**config.mk**
```make
export PLATFORM = sky130hd
export DESIGN_NAME = inj_window_table
export DESIGN_NICKNAME = d
export VERILOG_FILES = /design/src/rtl/inj_pkg.sv /design/src/rtl/inj_window_store.sv /design/src/rtl/inj_match.sv /design/src/rtl/inj_out_stage.sv /design/src/rtl/inj_window_table.sv
export SDC_FILE = /design/constraint.sdc
export NUM_CORES = 1
export LEC_CHECK = 0
export BUFFER_PORTS_ARGS = -buffer_cell sky130_fd_sc_hd__clkbuf_2
export CAP_MARGIN = 5
export CORE_ASPECT_RATIO = 0.75
export CORE_MARGIN = 2
export CORE_UTILIZATION = 50
export DETAILED_ROUTE_END_ITERATION = 6
export PLACE_DENSITY = 0.81
export SLEW_MARGIN = 10
export SYNTH_ARGS = -nofsm -noshare
export SYNTH_HDL_FRONTEND = slang
export SYNTH_SLANG_ARGS = --single-unit
```
**constraint.sdc**
```tcl
create_clock -name clk -period 5.5 [get_ports clk]
set_input_delay 0.275 -clock clk [delete_from_list [all_inputs] [get_ports clk]]
set_output_delay 0.275 -clock clk [all_outputs]
set_load 0.05 [all_outputs]
```
**src/rtl/inj_pkg.sv**
```systemverilog
package inj_pkg;
  typedef enum logic [1:0] {
    CMD_SET_LO = 2'd0,
    CMD_SET_HI = 2'd1,
    CMD_CLOSE  = 2'd2,
    CMD_NOP    = 2'd3
  } win_cmd_e;

  typedef enum logic [1:0] {
    SN_PLAIN  = 2'd0,
    SN_RDREP  = 2'd1,
    SN_UPDATE = 2'd2,
    SN_OTHER  = 2'd3
  } snoop_kind_e;

  localparam logic [1:0] LINE_SHARED = 2'b01;
endpackage

```
**src/rtl/inj_window_store.sv**
```systemverilog
module inj_window_store
  import inj_pkg::*;
#(
  parameter int ENTRIES = 4,
  parameter int BLK_AW  = 27
) (
  input  logic                             clk,
  input  logic                             rst_n,
  input  logic                             cmd_valid,
  input  logic [1:0]                       cmd_op,
  input  logic [BLK_AW-1:0]                cmd_blk,
  output logic [ENTRIES-1:0]               win_v,
  output logic [ENTRIES-1:0][BLK_AW-1:0]   win_lo,
  output logic [ENTRIES-1:0][BLK_AW-1:0]   win_hi,
  output logic                             ovf_q
);
  logic [BLK_AW-1:0]  pend_lo;
  logic [ENTRIES-1:0] alloc_oh;
  logic               full;
  logic               do_open;
  logic               do_close;
  logic               do_stage;

  assign full     = &win_v;
  assign do_stage = cmd_valid && (cmd_op == CMD_SET_LO);
  assign do_open  = cmd_valid && (cmd_op == CMD_SET_HI) && !full;
  assign do_close = cmd_valid && (cmd_op == CMD_CLOSE);

  // lowest free slot, one-hot
  always_comb begin
    logic found;
    found    = 1'b0;
    alloc_oh = '0;
    for (int i = 0; i < ENTRIES; i++) begin
      if (!win_v[i] && !found) begin
        alloc_oh[i] = 1'b1;
        found       = 1'b1;
      end
    end
  end

  always_ff @(posedge clk) begin
    if (!rst_n) begin
      pend_lo <= '0;
      ovf_q   <= 1'b0;
    end else begin
      if (do_stage) pend_lo <= cmd_blk;
      ovf_q <= cmd_valid && (cmd_op == CMD_SET_HI) && full;
    end
  end

  for (genvar g = 0; g < ENTRIES; g++) begin : g_slot
    always_ff @(posedge clk) begin
      if (!rst_n) begin
        win_v[g]  <= 1'b0;
        win_lo[g] <= '0;
        win_hi[g] <= '0;
      end else if (do_close && win_v[g] && (win_lo[g] == cmd_blk)) begin
        win_v[g] <= 1'b0;
      end else if (do_open && alloc_oh[g]) begin
        win_v[g]  <= 1'b1;
        win_lo[g] <= pend_lo;
        win_hi[g] <= cmd_blk;
      end
    end

    // a close naming this slot's low bound frees it
    a_r8_close_frees: assert property (@(posedge clk) disable iff (!rst_n)
      (do_close && win_v[g] && (win_lo[g] == cmd_blk)) |=> !win_v[g]);
  end

  // overflow pulse only follows a refused open
  a_r9_ovf_cause: assert property (@(posedge clk) disable iff (!rst_n)
    ovf_q |-> $past(cmd_valid && (cmd_op == CMD_SET_HI) && (&win_v)));

  // a refused open leaves the valid set untouched
  a_r9_full_keeps: assert property (@(posedge clk) disable iff (!rst_n)
    (cmd_valid && (cmd_op == CMD_SET_HI) && (&win_v)) |=> (&win_v));
endmodule

```
**src/rtl/inj_match.sv**
```systemverilog
module inj_match #(
  parameter int ENTRIES = 4,
  parameter int BLK_AW  = 27
) (
  input  logic [ENTRIES-1:0]             win_v,
  input  logic [ENTRIES-1:0][BLK_AW-1:0] win_lo,
  input  logic [ENTRIES-1:0][BLK_AW-1:0] win_hi,
  input  logic [BLK_AW-1:0]              probe_blk,
  output logic                           hit
);
  logic [ENTRIES-1:0] slot_hit;

  for (genvar g = 0; g < ENTRIES; g++) begin : g_cmp
    assign slot_hit[g] = win_v[g] &&
                         (probe_blk >= win_lo[g]) &&
                         (probe_blk <= win_hi[g]);
  end

  assign hit = |slot_hit;
endmodule

```
**src/rtl/inj_out_stage.sv**
```systemverilog
module inj_out_stage
  import inj_pkg::*;
#(
  parameter int BLK_AW = 27,
  parameter int DATA_W = 64
) (
  input  logic              clk,
  input  logic              rst_n,
  input  logic              load_req,
  input  logic [BLK_AW-1:0] load_blk,
  input  logic [DATA_W-1:0] load_data,
  output logic              inj_valid,
  input  logic              inj_ready,
  output logic [BLK_AW-1:0] inj_addr,
  output logic [DATA_W-1:0] inj_data,
  output logic [1:0]        inj_state
);
  logic accept;

  assign accept    = !inj_valid || inj_ready;
  assign inj_state = LINE_SHARED;

  always_ff @(posedge clk) begin
    if (!rst_n) begin
      inj_valid <= 1'b0;
      inj_addr  <= '0;
      inj_data  <= '0;
    end else if (accept) begin
      inj_valid <= load_req;
      if (load_req) begin
        inj_addr <= load_blk;
        inj_data <= load_data;
      end
    end
  end

  // stalled payload holds
  a_r10_hold: assert property (@(posedge clk) disable iff (!rst_n)
    (inj_valid && !inj_ready) |=> (inj_valid && $stable(inj_addr) && $stable(inj_data)));

  // an accepted request is offered on the next cycle
  a_r5_one_cycle: assert property (@(posedge clk) disable iff (!rst_n)
    (load_req && (!inj_valid || inj_ready)) |=> (inj_valid && (inj_addr == $past(load_blk))));

  // a taken transfer with no new request drops valid
  a_r10_drain: assert property (@(posedge clk) disable iff (!rst_n)
    (inj_valid && inj_ready && !load_req) |=> !inj_valid);
endmodule

```
**src/rtl/inj_window_table.sv**
```systemverilog
module inj_window_table
  import inj_pkg::*;
#(
  parameter int ENTRIES = 4,
  parameter int BLK_AW  = 27,
  parameter int DATA_W  = 64,
  parameter int NODE_W  = 2,
  parameter int NODE_ID = 0
) (
  input  logic              clk,
  input  logic              rst_n,
  input  logic              cmd_valid,
  input  logic [1:0]        cmd_op,
  input  logic [BLK_AW-1:0] cmd_blk,
  input  logic              snoop_valid,
  input  logic [1:0]        snoop_kind,
  input  logic [NODE_W-1:0] snoop_src,
  input  logic [BLK_AW-1:0] snoop_blk,
  input  logic [DATA_W-1:0] snoop_data,
  input  logic              local_valid,
  output logic              inj_valid,
  input  logic              inj_ready,
  output logic [BLK_AW-1:0] inj_addr,
  output logic [DATA_W-1:0] inj_data,
  output logic [1:0]        inj_state,
  output logic              win_overflow
);
  localparam logic [NODE_W-1:0] SELF = NODE_W'(NODE_ID);

  logic [ENTRIES-1:0]             win_v;
  logic [ENTRIES-1:0][BLK_AW-1:0] win_lo;
  logic [ENTRIES-1:0][BLK_AW-1:0] win_hi;
  logic                           win_hit;
  logic                           kind_ok;
  logic                           from_peer;
  logic                           eligible;

  inj_window_store #(.ENTRIES(ENTRIES), .BLK_AW(BLK_AW)) u_store (
    .clk       (clk),
    .rst_n     (rst_n),
    .cmd_valid (cmd_valid),
    .cmd_op    (cmd_op),
    .cmd_blk   (cmd_blk),
    .win_v     (win_v),
    .win_lo    (win_lo),
    .win_hi    (win_hi),
    .ovf_q     (win_overflow)
  );

  inj_match #(.ENTRIES(ENTRIES), .BLK_AW(BLK_AW)) u_match (
    .win_v     (win_v),
    .win_lo    (win_lo),
    .win_hi    (win_hi),
    .probe_blk (snoop_blk),
    .hit       (win_hit)
  );

  assign kind_ok   = (snoop_kind == SN_RDREP) || (snoop_kind == SN_UPDATE);
  assign from_peer = (snoop_src != SELF);
  assign eligible  = snoop_valid && kind_ok && from_peer && !local_valid && win_hit;

  inj_out_stage #(.BLK_AW(BLK_AW), .DATA_W(DATA_W)) u_out (
    .clk       (clk),
    .rst_n     (rst_n),
    .load_req  (eligible),
    .load_blk  (snoop_blk),
    .load_data (snoop_data),
    .inj_valid (inj_valid),
    .inj_ready (inj_ready),
    .inj_addr  (inj_addr),
    .inj_data  (inj_data),
    .inj_state (inj_state)
  );

  // own or already-present traffic never produces a new offer
  a_r6_r7_suppress: assert property (@(posedge clk) disable iff (!rst_n)
    (snoop_valid && ((snoop_src == SELF) || local_valid) && !(inj_valid && !inj_ready))
      |=> !inj_valid);

  // non-injecting kinds never produce a new offer
  a_r4_kind_filter: assert property (@(posedge clk) disable iff (!rst_n)
    (!(snoop_valid && kind_ok) && !(inj_valid && !inj_ready)) |=> !inj_valid);
endmodule

```
# [Word-level counts from Yosys, hierarchy flattened]
# Cells that the tools add are included.
[totals] regBits=340 inputBits=130 out_inout_bits=95
[classes] order_cmp=8 n_eq_ne=8 n_mux=6 n_bitwise=5 n_reduce_logical=55
[op_table] operator="$eq A27 B27 Y1" n=4
[op_table] operator="$ge A27 B27 Y1" n=4
[op_table] operator="$le A27 B27 Y1" n=4
[op_table] operator="$logic_and A1 B1 Y1" n=32
[op_table] operator="$reduce_and A2 Y1" n=5
[op_table] operator="$logic_not A1 Y1" n=8
[op_table] operator="$reduce_or A2 Y1" n=4
[op_table] operator="$mux W1" n=6
[op_table] operator="$not A1 Y1" n=5
[op_table] operator="$eq A2 B1 Y1 const B" n=2
[op_table] operator="$eq A2 B2 Y1 const B" n=2
[op_table] operator="$reduce_and A4 Y1" n=1
[op_table] operator="$reduce_or A4 Y1" n=1
[op_table] operator="$logic_not A2 Y1" n=1
[op_table] operator="$logic_or A1 B1 Y1" n=2
[op_table] operator="$reduce_bool A2 Y1" n=1

# [Depth between registers and ports, before layout]
[logic_depth] depth_word=11 depth_mapped=12

# [Hierarchy]
# From an unflattened synthesis, not the netlist that was laid out.
[unflattened] hier_cells=2421 hier_area_um2=19593.8
[by_module_without_submodules] module="inj_window_store" instances=1 cells_per_inst=1261 area_per_inst_um2=10435.0 seq_area_each_um2=4964.8
[by_module_without_submodules] module="inj_match" instances=1 cells_per_inst=755 area_per_inst_um2=5333.9 seq_area_each_um2=0.0
[by_module_without_submodules] module="inj_out_stage" instances=1 cells_per_inst=402 area_per_inst_um2=3786.1 seq_area_each_um2=1841.8
[by_module_without_submodules] module="inj_window_table" instances=1 cells_per_inst=3 area_per_inst_um2=38.8 seq_area_each_um2=0.0

# [Worst setup path before layout]
# OpenSTA, ideal clock, no wires.
[synth_timing] path_kind="reg-to-reg" startpoint="reg u_store.win_hi[52] (netlist bit)" endpoint="reg u_out.inj_addr[0]" arrival_time_ns=2.651 t_required_ns=5.428 slack_ns=2.778 stages_incl_launch_ff=13 synth_period_minus_slack_ns=2.722 cell_sequence="dfxtp_1 inv_1 ha_1 nand4_2 nor4_2 nand4_1 or4_1 o31ai_1 a22oi_2 a211oi_2 buf_6 buf_12 mux2i_1"
[synth_via] elab_chain_cells=5
[synth_lines] element="start: declaration" line="inj_window_store.sv:14" rtl="output logic [ENTRIES-1:0][BLK_AW-1:0] win_hi,"
[synth_lines] element="start signal: indexed assignment" line="inj_window_store.sv:63" rtl="win_hi[g] <= cmd_blk;"
[synth_lines] element="$le A27 B27 Y1" line="inj_match.sv:16" rtl="(probe_blk <= win_hi[g]);"
[synth_lines] element="$logic_and A1 B1 Y1" line="inj_match.sv:15" rtl="(probe_blk >= win_lo[g]) &&"
[synth_lines] element="$reduce_or A4 Y1" line="inj_match.sv:19" rtl="assign hit = |slot_hit;"
[synth_lines] element="$logic_and A1 B1 Y1" line="inj_window_table.sv:60" rtl="assign eligible = snoop_valid && kind_ok && from_peer && !local_valid && win_hit;"
[synth_lines] element="$reduce_and A2 Y1 (no source line)"
[synth_lines] element="end signal: assignment" line="inj_out_stage.sv:31" rtl="inj_addr <= load_blk;"
[synth_lines] element="end: declaration" line="inj_out_stage.sv:14" rtl="output logic [BLK_AW-1:0] inj_addr,"
# No other way between the ends.
# A chain may end at the register's enable or synchronous reset.

# [Worst setup path in the final report]
[layout_timing] startpoint="reg u_store.win_hi[53] (netlist bit)" endpoint="reg u_out.inj_data[30]"
[layout_via] elab_chain_cells=5
[layout_lines] element="$le A27 B27 Y1" line="inj_match.sv:16"
[layout_lines] element="$logic_and A1 B1 Y1" line="inj_match.sv:15"
[layout_lines] element="$reduce_or A4 Y1" line="inj_match.sv:19"
[layout_lines] element="$logic_and A1 B1 Y1" line="inj_window_table.sv:60"
[layout_lines] element="$reduce_and A2 Y1 (no source line)"
[layout_lines] element="end signal: assignment" line="inj_out_stage.sv:32" rtl="inj_data <= load_data;"
[layout_lines] element="end: declaration" line="inj_out_stage.sv:15" rtl="output logic [DATA_W-1:0] inj_data,"
# No other way between the ends.

==> qor.csv <==
stage,metric,value,unit
status,outcome,"finished, violations left",
status,violated checks,hold timing,
final_layout,fraction of layout cells with a size suffix above 1,0.121,
route,initial drt markers,1969,
die,core area,38400,um^2
cts,CTS Buf Count,37,
die,Row Count,62,
global_route,grt ovf,0,
final_layout,filler instances,3318,
die,IO Pins,225,
place,Port Buffers,222,
route,Routed WL,66000,um
route,Vias/cell,5.69,
route,DR pass1 iterations,5,
min_path,WHS Endpoint,u_out.inj_data[34],
cts,CTS tree,yes,
synthesis,YS warnings,0,
place,RD Place Congestion,1.04,
timing,hold slack,-0.00519,ns
global_route,initial antenna violation count,2,
timing,"Setup violations, final",0,
timing,fin crit period,4.17,ns
cts,CTS max path bufs,3,
timing,unrepaired setup endpoints after global routing,no,
route,Final ANT Viol Nets,0,
power,power after layout,5.79,mW
power,logic gate share of total power,0.109,
place,pre-CTS WS,1.21,ns
worst_setup_path,crit path kind,register to register,
power,Seq pwr share,0.432,
die,Die X-Extent,232,um
timing,worst slew pin tran,1.08,ns
synthesis,register area share after synthesis,0.349,
timing,final hold vios,1,
power,Clk pwr share,0.459,
run,max_cap viols,0,
worst_setup_path,CP Capture Type,register,
die,Initial Util,0.508,
worst_setup_path,CP Data Arrival Time,4.62,ns
timing,TNS Setup,0,ns
final_layout,Finished Layout Cells,3162,
power,switching part of the total,0.257,
cts,# clock sinks,340,
place,placed instance area,20800,um^2
place,DP HPWL,46600,um
global_route,All-Layer GR Usage,0.320,
global_route,vias in the first global route,17277,
synthesis,Post-synth top flop,dfxtp_1,
power,sw power,1.49,mW
cts,Worst-Skew Late Latency,0.55,ns
worst_setup_path,crit path max fanout,35,
route,vias,17991,
global_route,global-route wire length before repair,99900,um
cts,clock slew at reported path FFs,0.06,ns
final_layout,Area growth syn-to-layout,16.5,%
final_layout,Final Cell Area,22700,um^2
cts,Root Driver,clkbuf_16,
power,Power Dens Cells,254,nW/um^2
worst_setup_path,reg-to-reg critical path startpoint,u_store.win_hi[53],
synthesis,number of synthesized flops with an enable pin,0,
worst_setup_path,CP required,5.95,ns
synthesis,Synthesized Nets,2764,
worst_setup_path,R2R depth,11,
synthesis,Cell variety after synth,60,
worst_setup_path,Worst R2R End,u_out.inj_data[30],
route,drc violations,0,
timing,FMAX,0.240,GHz
cts,CTS HTree Levels,2,
timing,final worst slack,1.33,ns
route,Wirelength per Cell,20.9,um
die,DIE AREA,40600,um^2
min_path,Hold Startpoint,snoop_data[34],
global_route,largest net degree at the start of global routing,172,
power,Pint,4.30,mW
min_path,WHS Path Cells,3,
worst_setup_path,R2R Setup Slk,1.33,ns
timing,"Slew Viols, Final",0,
power,"IR drop worst, VDD",0.000196,V
min_path,hold crit path type,input pin to register,
final_layout,NumNets Final,2967,
place,Inst Count DP,3032,
power,Leak,8.35,nW
timing,clk_skew,0.0206,ns
synthesis,syn_area_per_cell,8.07,um^2
synthesis,Post-synth ARST share,0,
synthesis,Seq cells post-synth,340,
worst_setup_path,critical path launch point type,register,
timing,worst relative slew slack,0.277,
synthesis,Synth Instances,2418,
die,Die Ht,175,um
synthesis,synthesized area,19500,um^2
timing,Tcrit/Tclk final,0.759,
## power by group through the flow
stage | clock, mW | combinational [mW] | sequential, mW
finish | 2.66 | 0.630 | 2.50
global route | 2.78 | 0.679 | 2.50
detailed placement | 0 | 0.569 | 2.55
floorplan | 0 | 0.335 | 2.55
CTS | 2.67 | 0.608 | 2.50
global placement | 0 | 0.555 | 2.55
## area by class of cell
class	instances	area [um^2]	area share
clock inverters	17	206	0.00908
flip-flops and latches	340	6810	0.299
repair buffers	302	1910	0.0842
well taps	512	641	0.0282
clock buffers	49	1080	0.0477
multi-input cells	1728	11300	0.496
inverters	212	796	0.0350
diodes	2	5.00	0.000220
## critical path, stage by stage (launching register included)
cell	delay (ns)
dfxtp_1	0.36
inv_1	0.07
ha_1	0.31
nand4_2	0.15
nor4_2	0.50
nand4_1	0.21
or4_1	0.61
o31ai_1	0.15
a22oi_2	0.14
a211oi_4	0.93
buf_12	0.35
mux2i_1	0.30
## worst max-delay path by stage
| stage | from | endpoint | cells past startpoint |
|---|---|---|---|
| 4_1_cts | u_store.win_hi[53] | u_out.inj_data[12] | 11 |
| 6_report | u_store.win_hi[53] | u_out.inj_data[30] | 11 |
| 5_1_grt | u_store.win_hi[53] | u_out.inj_data[30] | 11 |
| 2_1_floorplan | u_store.win_hi[52] | u_out.inj_addr[0] | 12 |
| 3_3_place_gp | snoop_blk[20] | u_out.inj_data[26] | 11 |
| 3_5_place_dp | snoop_blk[22] | u_out.inj_data[27] | 11 |
## Yosys cell counts, drive strengths merged, types with 3 or more instances
cell type / count / area share
inv: 212 / 0.041
o31ai: 5 / 0.0019
and4: 4 / 0.0018
buf: 14 / 0.011
mux2i: 91 / 0.047
dfxtp: 340 / 0.35
a211oi: 10 / 0.0041
nor2: 25 / 0.0048
nor4: 17 / 0.0058
o21a: 7 / 0.0027
o21ai: 35 / 0.0090
and2: 3 / 0.00096
a221oi: 4 / 0.0018
clkbuf: 124 / 0.024
xor2: 35 / 0.016
o211ai: 3 / 0.0012
a21boi: 244 / 0.094
nand2b: 7 / 0.0022
and3: 6 / 0.0019
nor3: 8 / 0.0021
a221o: 3 / 0.0015
nand2: 712 / 0.14
or3: 4 / 0.0013
or4: 3 / 0.0012
ha: 216 / 0.14
a21oi: 73 / 0.019
a31oi: 4 / 0.0013
a21o: 25 / 0.0096
xnor2: 74 / 0.033
nor2b: 8 / 0.0026
nand3: 23 / 0.0059
nand4: 48 / 0.016
or2: 3 / 0.00096
## state kept, by name (all words and copies together), names as in the netlist
name	cells
u_out.inj_data	64
u_store.win_lo	108
u_out.inj_valid	1
u_store.pend_lo	27
u_store.win_hi	108
u_store.win_v	4
u_store.ovf_q	1
u_out.inj_addr	27
## through the flow
| step | util | hold WS [ns] |
|---|---|---|
| final | 0.592 | -0.00519 |
| after global routing | 0.592 | 0.0154 |
| after CTS | 0.592 | 0.0141 |
| after detailed placement | 0.542 | 0.448 |
| after global placement | 0.542 | 0.441 |
| after floorplan | - | 0.417 |
## routing by layer
layer	global-route usage	part of all wire
met4	0.118	0.035
met2	0.474	0.42
met3	0.0756	0.11
met1	0.450	0.44
met5	0	0.00020
## cells in the final DEF, fill, tap and decap left out, drive strengths merged, types with 48 or more instances in the layout
master         n
a21boi       244
xnor2         74
dfxtp        340
mux2i         91
nand2        712
nand4         48
dlygate4sd3   62
inv          214
ha           216
clkbuf       270
a21oi         73
## cells by family after synthesis
| kind of cell | synth area share |
|---|---|
| and+or+nand+nor | 0.187 |
| AOI/OAI and AO/OA | 0.154 |
| buffers and inverters | 0.0756 |
| DFF | 0.349 |
| adders and majority gates | 0.138 |
| xor gates and xnor gates | 0.0489 |
| muxes | 0.0467 |
| other | 0.000385 |
## repair_timing
item,in CTS,in global routing
setup buffers,0,0
gates resized for setup,0,0
hold buffers,62,0
endpoints found under the hold margin,62,0
Power figures use the tool's default switching activity.
